--- config.mk ---
export PLATFORM = sky130hd
export DESIGN_NAME = mmio_gpio_sub
export DESIGN_NICKNAME = d
export VERILOG_FILES = /design/src/rtl/mmio_gpio_pkg.sv /design/src/rtl/mmio_addr_decode.sv /design/src/rtl/mmio_gpio_port.sv /design/src/rtl/mmio_read_mux.sv /design/src/rtl/mmio_gpio_sub.sv
export SDC_FILE = /design/constraint.sdc
export NUM_CORES = 1
export LEC_CHECK = 0
export BUFFER_PORTS_ARGS = -buffer_cell sky130_fd_sc_hd__buf_4
export CAP_MARGIN = 10
export CORE_MARGIN = 2
export CORE_UTILIZATION = 45
export CTS_CLUSTER_SIZE = 10
export DETAILED_ROUTE_END_ITERATION = 6
export PLACE_DENSITY = 0.88
export SYNTH_ARGS = -nofsm -noshare
export SYNTH_HDL_FRONTEND = slang
export SYNTH_HIERARCHICAL = 1
export SYNTH_SLANG_ARGS = --single-unit
--- constraint.sdc ---
create_clock -name clk -period 2.3 [get_ports clk]
set_input_delay 0.115 -clock clk [delete_from_list [all_inputs] [get_ports clk]]
set_output_delay 0.115 -clock clk [all_outputs]
set_load 0.02 [all_outputs]
--- src/rtl/mmio_gpio_pkg.sv ---
`timescale 1ns/1ps
package mmio_gpio_pkg;

  // Bus target chosen by the address decoder.
  typedef enum logic [1:0] {
    TGT_RAM = 2'd0,
    TGT_PA  = 2'd1,
    TGT_PB  = 2'd2
  } tgt_e;

  // Number of ports carved out of the top of the map (address bit 1 picks).
  localparam int unsigned NUM_PORTS = 2;

endpackage

--- src/rtl/mmio_addr_decode.sv ---
`timescale 1ns/1ps
module mmio_addr_decode
  import mmio_gpio_pkg::*;
#(
  parameter int unsigned AW = 8
) (
  input  logic [AW-1:0]        addr,
  output tgt_e                 tgt,
  output logic                 sel_ram,
  output logic [NUM_PORTS-1:0] sel_port,
  output logic                 reg_odd
);

  localparam int unsigned HI_BITS = AW - 2;

  logic in_io;

  // GPIO region: every bit above bit 1 set
  assign in_io = &addr[AW-1:AW-HI_BITS];

  always_comb begin
    sel_port = '0;
    sel_ram  = 1'b0;
    tgt      = TGT_RAM;
    if (!in_io) begin
      sel_ram = 1'b1;
    end else if (addr[1]) begin
      sel_port[1] = 1'b1;
      tgt         = TGT_PB;
    end else begin
      sel_port[0] = 1'b1;
      tgt         = TGT_PA;
    end
  end

  assign reg_odd = addr[0];

endmodule

--- src/rtl/mmio_gpio_port.sv ---
`timescale 1ns/1ps
module mmio_gpio_port #(
  parameter int unsigned DW = 8
) (
  input  logic          clk,
  input  logic          rst_n,
  input  logic          sel,
  input  logic          wr_en,
  input  logic          rd_odd,
  input  logic [DW-1:0] wdata,
  input  logic [DW-1:0] pin_in,
  output logic [DW-1:0] rd_data,
  output logic [DW-1:0] pin_out
);

  logic [DW-1:0] out_q;
  logic [DW-1:0] out_d;
  logic          out_ce;

  // next-state: write ignores the low address bit
  always_comb begin
    out_ce = sel & wr_en;
    out_d  = wdata;
  end

  always_ff @(posedge clk or negedge rst_n) begin
    if (!rst_n) begin
      out_q <= '0;
    end else if (out_ce) begin
      out_q <= out_d;
    end
  end

  // read source: odd -> output register, even -> live pins
  always_comb begin
    if (rd_odd) rd_data = out_q;
    else        rd_data = pin_in;
  end

  assign pin_out = out_q;

endmodule

--- src/rtl/mmio_read_mux.sv ---
`timescale 1ns/1ps
module mmio_read_mux
  import mmio_gpio_pkg::*;
#(
  parameter int unsigned DW = 8
) (
  input  tgt_e          tgt,
  input  logic [DW-1:0] ram_rdata,
  input  logic [DW-1:0] pa_rdata,
  input  logic [DW-1:0] pb_rdata,
  output logic [DW-1:0] rdata
);

  always_comb begin
    unique case (tgt)
      TGT_PA:  rdata = pa_rdata;
      TGT_PB:  rdata = pb_rdata;
      default: rdata = ram_rdata;
    endcase
  end

endmodule

--- src/rtl/mmio_gpio_sub.sv ---
`timescale 1ns/1ps
module mmio_gpio_sub
  import mmio_gpio_pkg::*;
#(
  parameter int unsigned AW = 8,
  parameter int unsigned DW = 8
) (
  input  logic          clk,
  input  logic          rst_n,
  input  logic [AW-1:0] addr,
  input  logic [DW-1:0] wdata,
  input  logic          wr_en,
  output logic [DW-1:0] rdata,
  input  logic [DW-1:0] ram_rdata,
  output logic          ram_en,
  output logic          ram_we,
  input  logic [DW-1:0] pa_in,
  output logic [DW-1:0] pa_out,
  input  logic [DW-1:0] pb_in,
  output logic [DW-1:0] pb_out
);

  tgt_e                 tgt;
  logic                 sel_ram;
  logic [NUM_PORTS-1:0] sel_port;
  logic                 reg_odd;

  logic [DW-1:0] pin_in_v  [NUM_PORTS];
  logic [DW-1:0] pin_out_v [NUM_PORTS];
  logic [DW-1:0] port_rd_v [NUM_PORTS];

  mmio_addr_decode #(.AW(AW)) u_dec (
    .addr     (addr),
    .tgt      (tgt),
    .sel_ram  (sel_ram),
    .sel_port (sel_port),
    .reg_odd  (reg_odd)
  );

  assign pin_in_v[0] = pa_in;
  assign pin_in_v[1] = pb_in;

  for (genvar gi = 0; gi < NUM_PORTS; gi++) begin : g_port
    mmio_gpio_port #(.DW(DW)) u_port (
      .clk     (clk),
      .rst_n   (rst_n),
      .sel     (sel_port[gi]),
      .wr_en   (wr_en),
      .rd_odd  (reg_odd),
      .wdata   (wdata),
      .pin_in  (pin_in_v[gi]),
      .rd_data (port_rd_v[gi]),
      .pin_out (pin_out_v[gi])
    );
  end

  assign pa_out = pin_out_v[0];
  assign pb_out = pin_out_v[1];

  mmio_read_mux #(.DW(DW)) u_mux (
    .tgt       (tgt),
    .ram_rdata (ram_rdata),
    .pa_rdata  (port_rd_v[0]),
    .pb_rdata  (port_rd_v[1]),
    .rdata     (rdata)
  );

  assign ram_en = sel_ram;
  assign ram_we = sel_ram & wr_en;

endmodule

==> results of run 1 <==
==> synth_stat cells, drive strengths merged <==
| cell type | number | share of area [%] |
|---|---|---|
| buf | 8 | 7.2 |
| o21ai | 8 | 3.8 |
| and2 | 1 | 0.60 |
| nor3 | 1 | 0.48 |
| nand4 | 1 | 0.60 |
| ha | 2 | 2.4 |
| inv | 2 | 0.72 |
| nand2 | 11 | 4.4 |
| dfrtp | 16 | 38 |
| a22oi | 8 | 5.7 |
| nor2 | 1 | 0.36 |
| mux2 | 32 | 34 |
| or2 | 1 | 0.60 |
| nand3 | 1 | 0.48 |
==> routing by layer <==
metal / wire [um] / part of all wire (%) / global-route usage [%] / vias to the layer above
met5: 0 / 0 / 0 / -
met4: 26 / 0.92 / 8.12 / 0
met3: 235 / 8.3 / 5.43 / 4
met2: 1440 / 51 / 37.1 / 45
met1: 1130 / 40 / 28.9 / 450
li1: - / - / - / 469
==> worst paths after layout <==
path | to | slack, ns
worst max-delay path | rdata[0] | 0.38
worst min-delay path | g_port[0].u_port/pin_out[2] | 0.06
worst max register to register | g_port[1].u_port/pin_out[2] | 1.48
worst min register to register | g_port[1].u_port/pin_out[6] | 0.54
max in group asynchronous | g_port[1].u_port/pin_out[7] | 1.90
min in group asynchronous | g_port[1].u_port/pin_out[1] | 0.21
==> worst max-delay path: stages <==
cell and delay (ns):
buf_4 0.08, nand4_1 0.13, nor3_1 0.38, inv_1 0.10, ha_1 0.61, nand2_1 0.12, o21ai_0 0.11, buf_4 0.17
==> power groups by stage <==
| stage | logic (W) | registers (W) | clock network, W |
|---|---|---|---|
| floorplan | 0.0000804 | 0.000352 | 0 |
| global placement | 0.000220 | 0.000326 | 0 |
| detailed placement | 0.000226 | 0.000328 | 0 |
| CTS | 0.000228 | 0.000323 | 0.000188 |
| global route | 0.000243 | 0.000326 | 0.000199 |
| finish | 0.000226 | 0.000323 | 0.000182 |
==> cells by family after synthesis <==
logic type,synth area share [%]
flip-flops,38.2
AND/OR/NAND/NOR,7.53
multiplexers,34.4
AO/OA/AOI/OAI,9.56
buffers and inverters,7.89
adder cells (fa/ha/maj),2.39
==> cell usage in the layout (no fill, tap or decap), drive strengths merged <==
| cell type | count |
|---|---|
| nand4 | 1 |
| nand2 | 11 |
| o21ai | 8 |
| nor3 | 1 |
| or2 | 1 |
| buf | 68 |
| dfrtp | 16 |
| a22oi | 8 |
| mux2 | 32 |
| dlygate4sd3 | 1 |
| nand3 | 1 |
| nor2 | 1 |
| clkbuf | 4 |
| ha | 2 |
| and2 | 1 |
| inv | 2 |
==> through the flow <==
step	setup WS (ns)	area (um^2)
after floorplan	0.508	1050
after global placement	0.539	1520
after detailed placement	0.441	1520
after CTS	0.431	1560
after global routing	0.215	1560
final	0.375	1560
==> final cells by class <==
class / count / area, um^2 / area share (%)
multi-input cells: 67 / 564 / 36.1
well taps: 28 / 35.0 / 2.24
flip-flops and latches: 16 / 400 / 25.6
inverters: 2 / 7.51 / 0.480
clock buffers: 4 / 36.3 / 2.32
repair buffers: 69 / 520 / 33.3
==> repair_timing <==
action,4_1_cts,5_1_grt
endpoints found under the hold margin,16,0
buffers inserted,0,0
gates resized for setup,0,0
hold buffers,1,0
endpoints found under the setup margin,0,0
==> flow_summary.yaml, run 1 <==
timing:
  fin_crit_ns: 1.92
  skew_ns: 0
  max_clock_freq_ghz: 0.520
  setup_viol: 0
  rsz0062_at_grt: "false"
  maxSlewViolCount: 0
  fin_setup_tns_ns: 0
  slew_headroom_pct: 67.6
  whs_ns: 0.0634
  worst_pin_slew_ns: 0.485
  hold_viol_final: 0
  min_period_over_period_pct: 83.7
final_layout:
  largest_reg_flops: 16
  fin_nets: 204
  drive_above_1_share_pct: 67.1
  instances_no_fill: 186
  final_util_pct: 70.7
  area_growth_pct: 49.3
  antenna_cells: 0
  fill_cells: 175
die:
  die_x_um: 52.2
  core_area_um2: 2210
  rows: 17
  ios: 69
  die_y_um: 52.2
  start_util_pct: 47.3
  dieArea_um2: 2730
power:
  p_leak_nw: 0.811
  p_per_area_nw_per_um2: 467
  power_frac_seq_pct: 44.2
  switchingPower_w: 0.000201
  p_int_w: 0.000530
  pwr-share-comb_pct: 30.9
  p_total_w: 0.000731
  swShare_pct: 27.5
  ir_drop_v: 0.000328
  clkPwrFrac_pct: 24.9
yosys:
  synth_warnings: 6
  syn_nets: 138
  syn_inst: 93
  syn_avg_cell_area_um2: 11.3
  synth-seq-cells: 16
  yosysSeqAreaShare_pct: 38.2
  yosysUniqueCellTypes: 16
  synth.cell_area_um2: 1050
global_routing:
  antenna_found_initial: 0
  grt_pass1_wl_um: 4470
  grt_max_degree: 17
  grt.overflow.total: 0
  grt_use_total_pct: 22.6
  grt_pass1_vias: 976
cts:
  htreeDepth: 1
  cts_root_buffer: "clkbuf_4"
  numCtsBuffers: 3
  clk_pin_slew_ns: 0.09
  clk_latency_ns: 0.28
  cts_buffer_depth: 2
  cts_tree: "yes"
  cts.sinks: 16
route:
  drc: 0
  vias: 968
  antenna_left: 0
  routed_via_density: 5.20
  wl_um: 2830
  wire_per_inst_um: 15.2
  first_iter_violations: 24
  drt_pass1_iterations: 4
run:
  maxCapViolCount: 0
worst_setup_path:
  path_class: "in -> out"
  worstSetupEndpointType: "output port"
  cp-start-kind: "primary input"
  arrival_ns: 1.81
  timing.rr.start: "g_port[1].u_port/pin_out[2]"
  cp.required_ns: 2.18
  crit_path_start: "addr[6]"
  worstPathMaxFanout: 16
  worst-r2r-cell-count: 1
worst_hold_path:
  hold_class: "in -> reg"
  min_path_cells: 2
  worstHoldStart: "wdata[2]"
placement:
  routabilityCongestion: 0.713
  place_inst: 181
  dpl.hpwl_um: 2210
  io_buffers: 68
outcome:
  status: "complete, no violations"
Note: power is estimated with default switching activity, not from simulation.
==> run 2: changes to the inputs <==
Settings changed: ABC_AREA set to 1, CORE_UTILIZATION 45 to 43, PLACE_DENSITY 0.88 to 0.82.
Clock period 2.3 ns to 1.9 ns, I/O delays scaled along.
==> flow_summary.yaml, run 2 <==
timing:
  maxSlewViolCount: 0
  skew_ns: 0
  hold_viol_final: 0
  whs_ns: 0.0506
  max_clock_freq_ghz: 0.617
  min_period_over_period_pct: 85.3
  fin_setup_tns_ns: 0
  rsz0062_at_grt: "false"
  fin_crit_ns: 1.62
  setup_viol: 0
  worst_pin_slew_ns: 0.295
  slew_headroom_pct: 80.3
worst_setup_path:
  worstPathMaxFanout: 9
  timing.rr.start: "g_port[0].u_port/pin_out[7]"
  r2r-end: "g_port[0].u_port/pin_out[7]"
  path_class: "in -> out"
  cp-start-kind: "primary input"
  arrival_ns: 1.53
  worstSetupEndpointType: "output port"
  r2r_slack_ns: 1.25
  cp.required_ns: 1.80
  worst-r2r-cell-count: 2
yosys:
  yosysUniqueCellTypes: 13
  synth.largest_area_cell: "dfrtp_1"
  syn_nets: 235
  synth_area_leaders: "dfrtp_1 34%, nand2_1 32%, nand3_1 6.7%"
  syn_inst: 190
  synthArstFlopShare_pct: 100
  yosysSeqAreaShare_pct: 33.7
  yosys.area.top_type_share_pct: 33.7
  ys_top_cells_by_count: "100 x nand2_1, 21 x inv_1, 16 x dfrtp_1, 16 x nand3_1, 16 x o21ai_0"
  syn_avg_cell_area_um2: 6.25
  synth.most_common_cell: "nand2_1"
  synth_warnings: 6
  synth_edf_count: 0
  synth-seq-cells: 16
  synth.cell_area_um2: 1190
  synth-main-ff-cell: "dfrtp_1"
final_layout:
  antenna_cells: 0
  final_common_cell: "nand2_1"
  instances_no_fill: 284
  largest_reg_flops: 16
  layout_common_cells: "100 x nand2_1, 70 x buf_4, 21 x inv_1"
  drive_above_1_share_pct: 31.2
  area_growth_pct: 42.9
  fin_nets: 299
  stdcell_area_um2: 1700
global_routing:
  grt_use_total_pct: 20.4
  grt_pass1_wl_um: 5190
  grt_max_degree: 33
  grt.overflow.total: 0
  antenna_found_initial: 0
  grt_pass1_vias: 1198
route:
  antenna_left: 0
  drt_pass1_iterations: 4
  drc: 0
  wire_per_inst_um: 11.1
  vias: 1343
  first_iter_violations: 56
  routed_via_density: 4.73
  wl_um: 3140
placement:
  io_buffers: 68
  routabilityCongestion: 0.820
  dpl.hpwl_um: 2510
  place_inst: 279
  dpl_cell_area_um2: 1650
worst_hold_path:
  hold_class: "in -> reg"
  hold_end: "g_port[1].u_port/pin_out[7]"
  min_path_cells: 3
  worstHoldStart: "wdata[7]"
die:
  rows: 19
  dieArea_um2: 3200
  start_util_pct: 44.2
  ios: 69
  core_area_um2: 2690
  die_y_um: 56.6
  die_x_um: 56.6
cts:
  cts_buffer_depth: 2
  cts_root_buffer: "clkbuf_4"
  numCtsBuffers: 3
  cts_hold_buf: 1
  cts_tree: "yes"
  clk_latency_ns: 0.27
  clk_pin_slew_ns: 0.09
  cts_resized: 0
  cts.sinks: 16
  post_cts_buffers: 0
  htreeDepth: 1
outcome:
  status: "complete, no violations"
power:
  p_per_area_nw_per_um2: 517
  ir_drop_v: 0.000455
  p_leak_nw: 1.05
run:
  maxCapViolCount: 0
-- run 2: area by class of cell --
class / count / area (um^2)
fill: 265 / 990
multi-input combinational: 140 / 603
timing repair buffer: 71 / 536
sequential: 16 / 400
inverter: 22 / 82.6
tap: 31 / 38.8
clock buffer: 4 / 36.3
-- run 2: where the power goes --
group	internal, W	switching [W]
logic	0.000132	0.000135
registers	0.000368	0.0000247
clock network	0.000116	0.000101
-- run 2: stage by stage --
step	worst slack (ns)	total power (W)	util, %
CTS	0.277	0.000885	63.2
global route	0.0558	0.000925	63.2
floorplan	0.436	0.000522	-
detailed placement	0.295	0.000667	61.4
global placement	0.340	0.000664	61.4
finish	0.280	0.000877	63.2
-- run 2: how the worst max path moves through the flow --
stage / from / end / slack (ns) / cells after the start
floorplan: addr[6] / rdata[0] / 0.44 / 11
global placement: addr[6] / rdata[3] / 0.34 / 11
detailed placement: addr[6] / rdata[3] / 0.29 / 11
CTS: addr[6] / rdata[3] / 0.28 / 11
global route: addr[6] / rdata[6] / 0.06 / 11
finish: addr[6] / rdata[0] / 0.28 / 11
-- run 2: worst max-delay path, cell delays in order --
cell and delay, ns:
buf_4 0.07, nand2_1 0.05, nor2_2 0.11, nand2_2 0.07
nor2_1 0.19, inv_1 0.07, ha_1 0.45, inv_2 0.13
nand2_1 0.09, nand2_1 0.05, buf_4 0.15
-- run 2: kinds of logic after synthesis --
group | Yosys count | synth area share [%]
AOI/OAI and AO/OA | 16 | 6.74
and+or+nand+nor | 122 | 41.9
DFF | 16 | 33.7
adders and majority gates | 2 | 2.11
buffers and inverters | 34 | 15.5
-- run 2: per-layer routing --
metal	part of all wire [%]	track usage [%]	up-vias
met1	41	27.4	581
li1	-	-	702
met2	49	33.6	56
met4	0.92	5.78	0
met5	0	0	-
met3	9.1	3.46	4
==> run 3: changes to the inputs <==
Settings changed: PLACE_DENSITY 0.82 to 0.85.
==> flow_summary.yaml, run 3 (same netlist as run 2, synthesis figures left out) <==
die:
  ios: 69
  start_util_pct: 44.2
  rows: 19
  core_area_um2: 2690
  die_x_um: 56.6
  dieArea_um2: 3200
  die_y_um: 56.6
cts:
  numCtsBuffers: 3
  post_cts_buffers: 0
  htreeDepth: 1
  cts_root_buffer: "clkbuf_4"
  clk_pin_slew_ns: 0.09
  clk_latency_ns: 0.28
  cts_buffer_depth: 2
  cts_hold_buf: 1
  cts.sinks: 16
  cts_tree: "yes"
  cts_resized: 0
worst_setup_path:
  timing.rr.start: "g_port[0].u_port/pin_out[7]"
  worst-r2r-cell-count: 2
  r2r-end: "g_port[0].u_port/pin_out[7]"
  r2r_slack_ns: 1.21
  worstPathMaxFanout: 9
  arrival_ns: 1.52
  cp-start-kind: "primary input"
  worstSetupEndpointType: "output port"
  path_class: "in -> out"
  cp.required_ns: 1.80
timing:
  worst_pin_slew_ns: 0.300
  min_period_over_period_pct: 85.1
  hold_viol_final: 0
  maxSlewViolCount: 0
  skew_ns: 0
  max_clock_freq_ghz: 0.618
  setup_viol: 0
  fin_setup_tns_ns: 0
  rsz0062_at_grt: "false"
  fin_crit_ns: 1.62
  slew_headroom_pct: 80.0
  setup_ws_ns: 0.283
final_layout:
  final_common_cell: "nand2_1"
  drive_above_1_share_pct: 31.2
  fill_cells: 267
  area_growth_pct: 42.9
  antenna_cells: 0
  largest_reg_flops: 16
  fin_nets: 299
  stdcell_area_um2: 1700
  layout_common_cells: "100 x nand2_1, 70 x buf_4, 21 x inv_1"
placement:
  io_buffers: 68
  dpl_cell_area_um2: 1650
  dpl.hpwl_um: 2500
  detailedPlace.worstSlack_ns: 0.291
  routabilityCongestion: 0.785
global_routing:
  grtUsageMet1_pct: 27.7
  grt_use_total_pct: 20.3
  grt_pass1_wl_um: 5220
  grt_util_met2_pct: 32.7
  grt_pass1_vias: 1197
  grt.overflow.total: 0
  antenna_found_initial: 0
  grt_max_degree: 33
  use_met3_pct: 3.46
  grt-busiest-layer: "met2"
run:
  maxCapViolCount: 0
route:
  drc: 0
  routed_via_density: 4.63
  drt_pass1_iterations: 4
  vias: 1315
  antenna_left: 0
  wl_um: 3070
  first_iter_violations: 39
  wire_per_inst_um: 10.8
worst_hold_path:
  hold_class: "in -> reg"
  worstHoldStart: "wdata[5]"
  hold_end: "g_port[1].u_port/pin_out[5]"
  min_path_cells: 3
power:
  p_leak_nw: 1.05
  p_per_area_nw_per_um2: 518
  ir_drop_v: 0.000534
outcome:
  status: "complete, no violations"
## run 3: cell counts in the layout (fill, tap and decap cells not counted)
No cell type changed its count.
## run 3: final cells by class
type	instances	area, um^2	share of cell area (%)
multi-input cells	140	603	35.5
repair buffers	71	536	31.6
clock buffers	4	36.3	2.14
inverters	22	82.6	4.87
well taps	31	38.8	2.29
flip-flops and latches	16	400	23.6
## run 3: critical path, stage by stage
cell and delay, ns:
buf_4 0.07, nand2_1 0.05, nor2_2 0.11, nand2_2 0.07
nor2_1 0.18, inv_1 0.07, ha_1 0.45, inv_2 0.12
nand2_1 0.10, nand2_1 0.05, buf_4 0.15
## run 3: worst max-delay path by stage
stage / startpoint / slack, ns / endpoint
after global placement: addr[6] / 0.34 / rdata[6]
after floorplan: addr[6] / 0.44 / rdata[0]
after global routing: addr[6] / 0.07 / rdata[6]
after detailed placement: addr[6] / 0.29 / rdata[6]
after CTS: addr[6] / 0.28 / rdata[6]
final: addr[6] / 0.28 / rdata[6]
## run 3: through the flow
step                      hold slack, ns  instances  power [W]  util, %
final                             0.0535        284   0.000878     63.2
after global routing              0.0475        284   0.000932     63.2
after CTS                         0.0506        284   0.000882     63.2
after detailed placement         -0.0419        279   0.000668     61.4
after global placement           -0.0435        279   0.000663     61.4
after floorplan                   -0.201        190   0.000522        -
## run 3: per-layer routing
| layer | vias up | routed length [um] | part of all wire [%] |
|---|---|---|---|
| li1 | 699 | - | - |
| met1 | 570 | 1380 | 45 |
| met2 | 44 | 1430 | 47 |
| met3 | 2 | 248 | 8.1 |
| met4 | 0 | 12 | 0.39 |
| met5 | - | 0 | 0 |
## run 3: power by group
group / internal [W] / leakage (nW) / switching (W)
Sequential: 0.000368 / 0.218 / 0.0000272
Clock: 0.000116 / 0.0210 / 0.000101
Combinational: 0.000132 / 0.809 / 0.000134
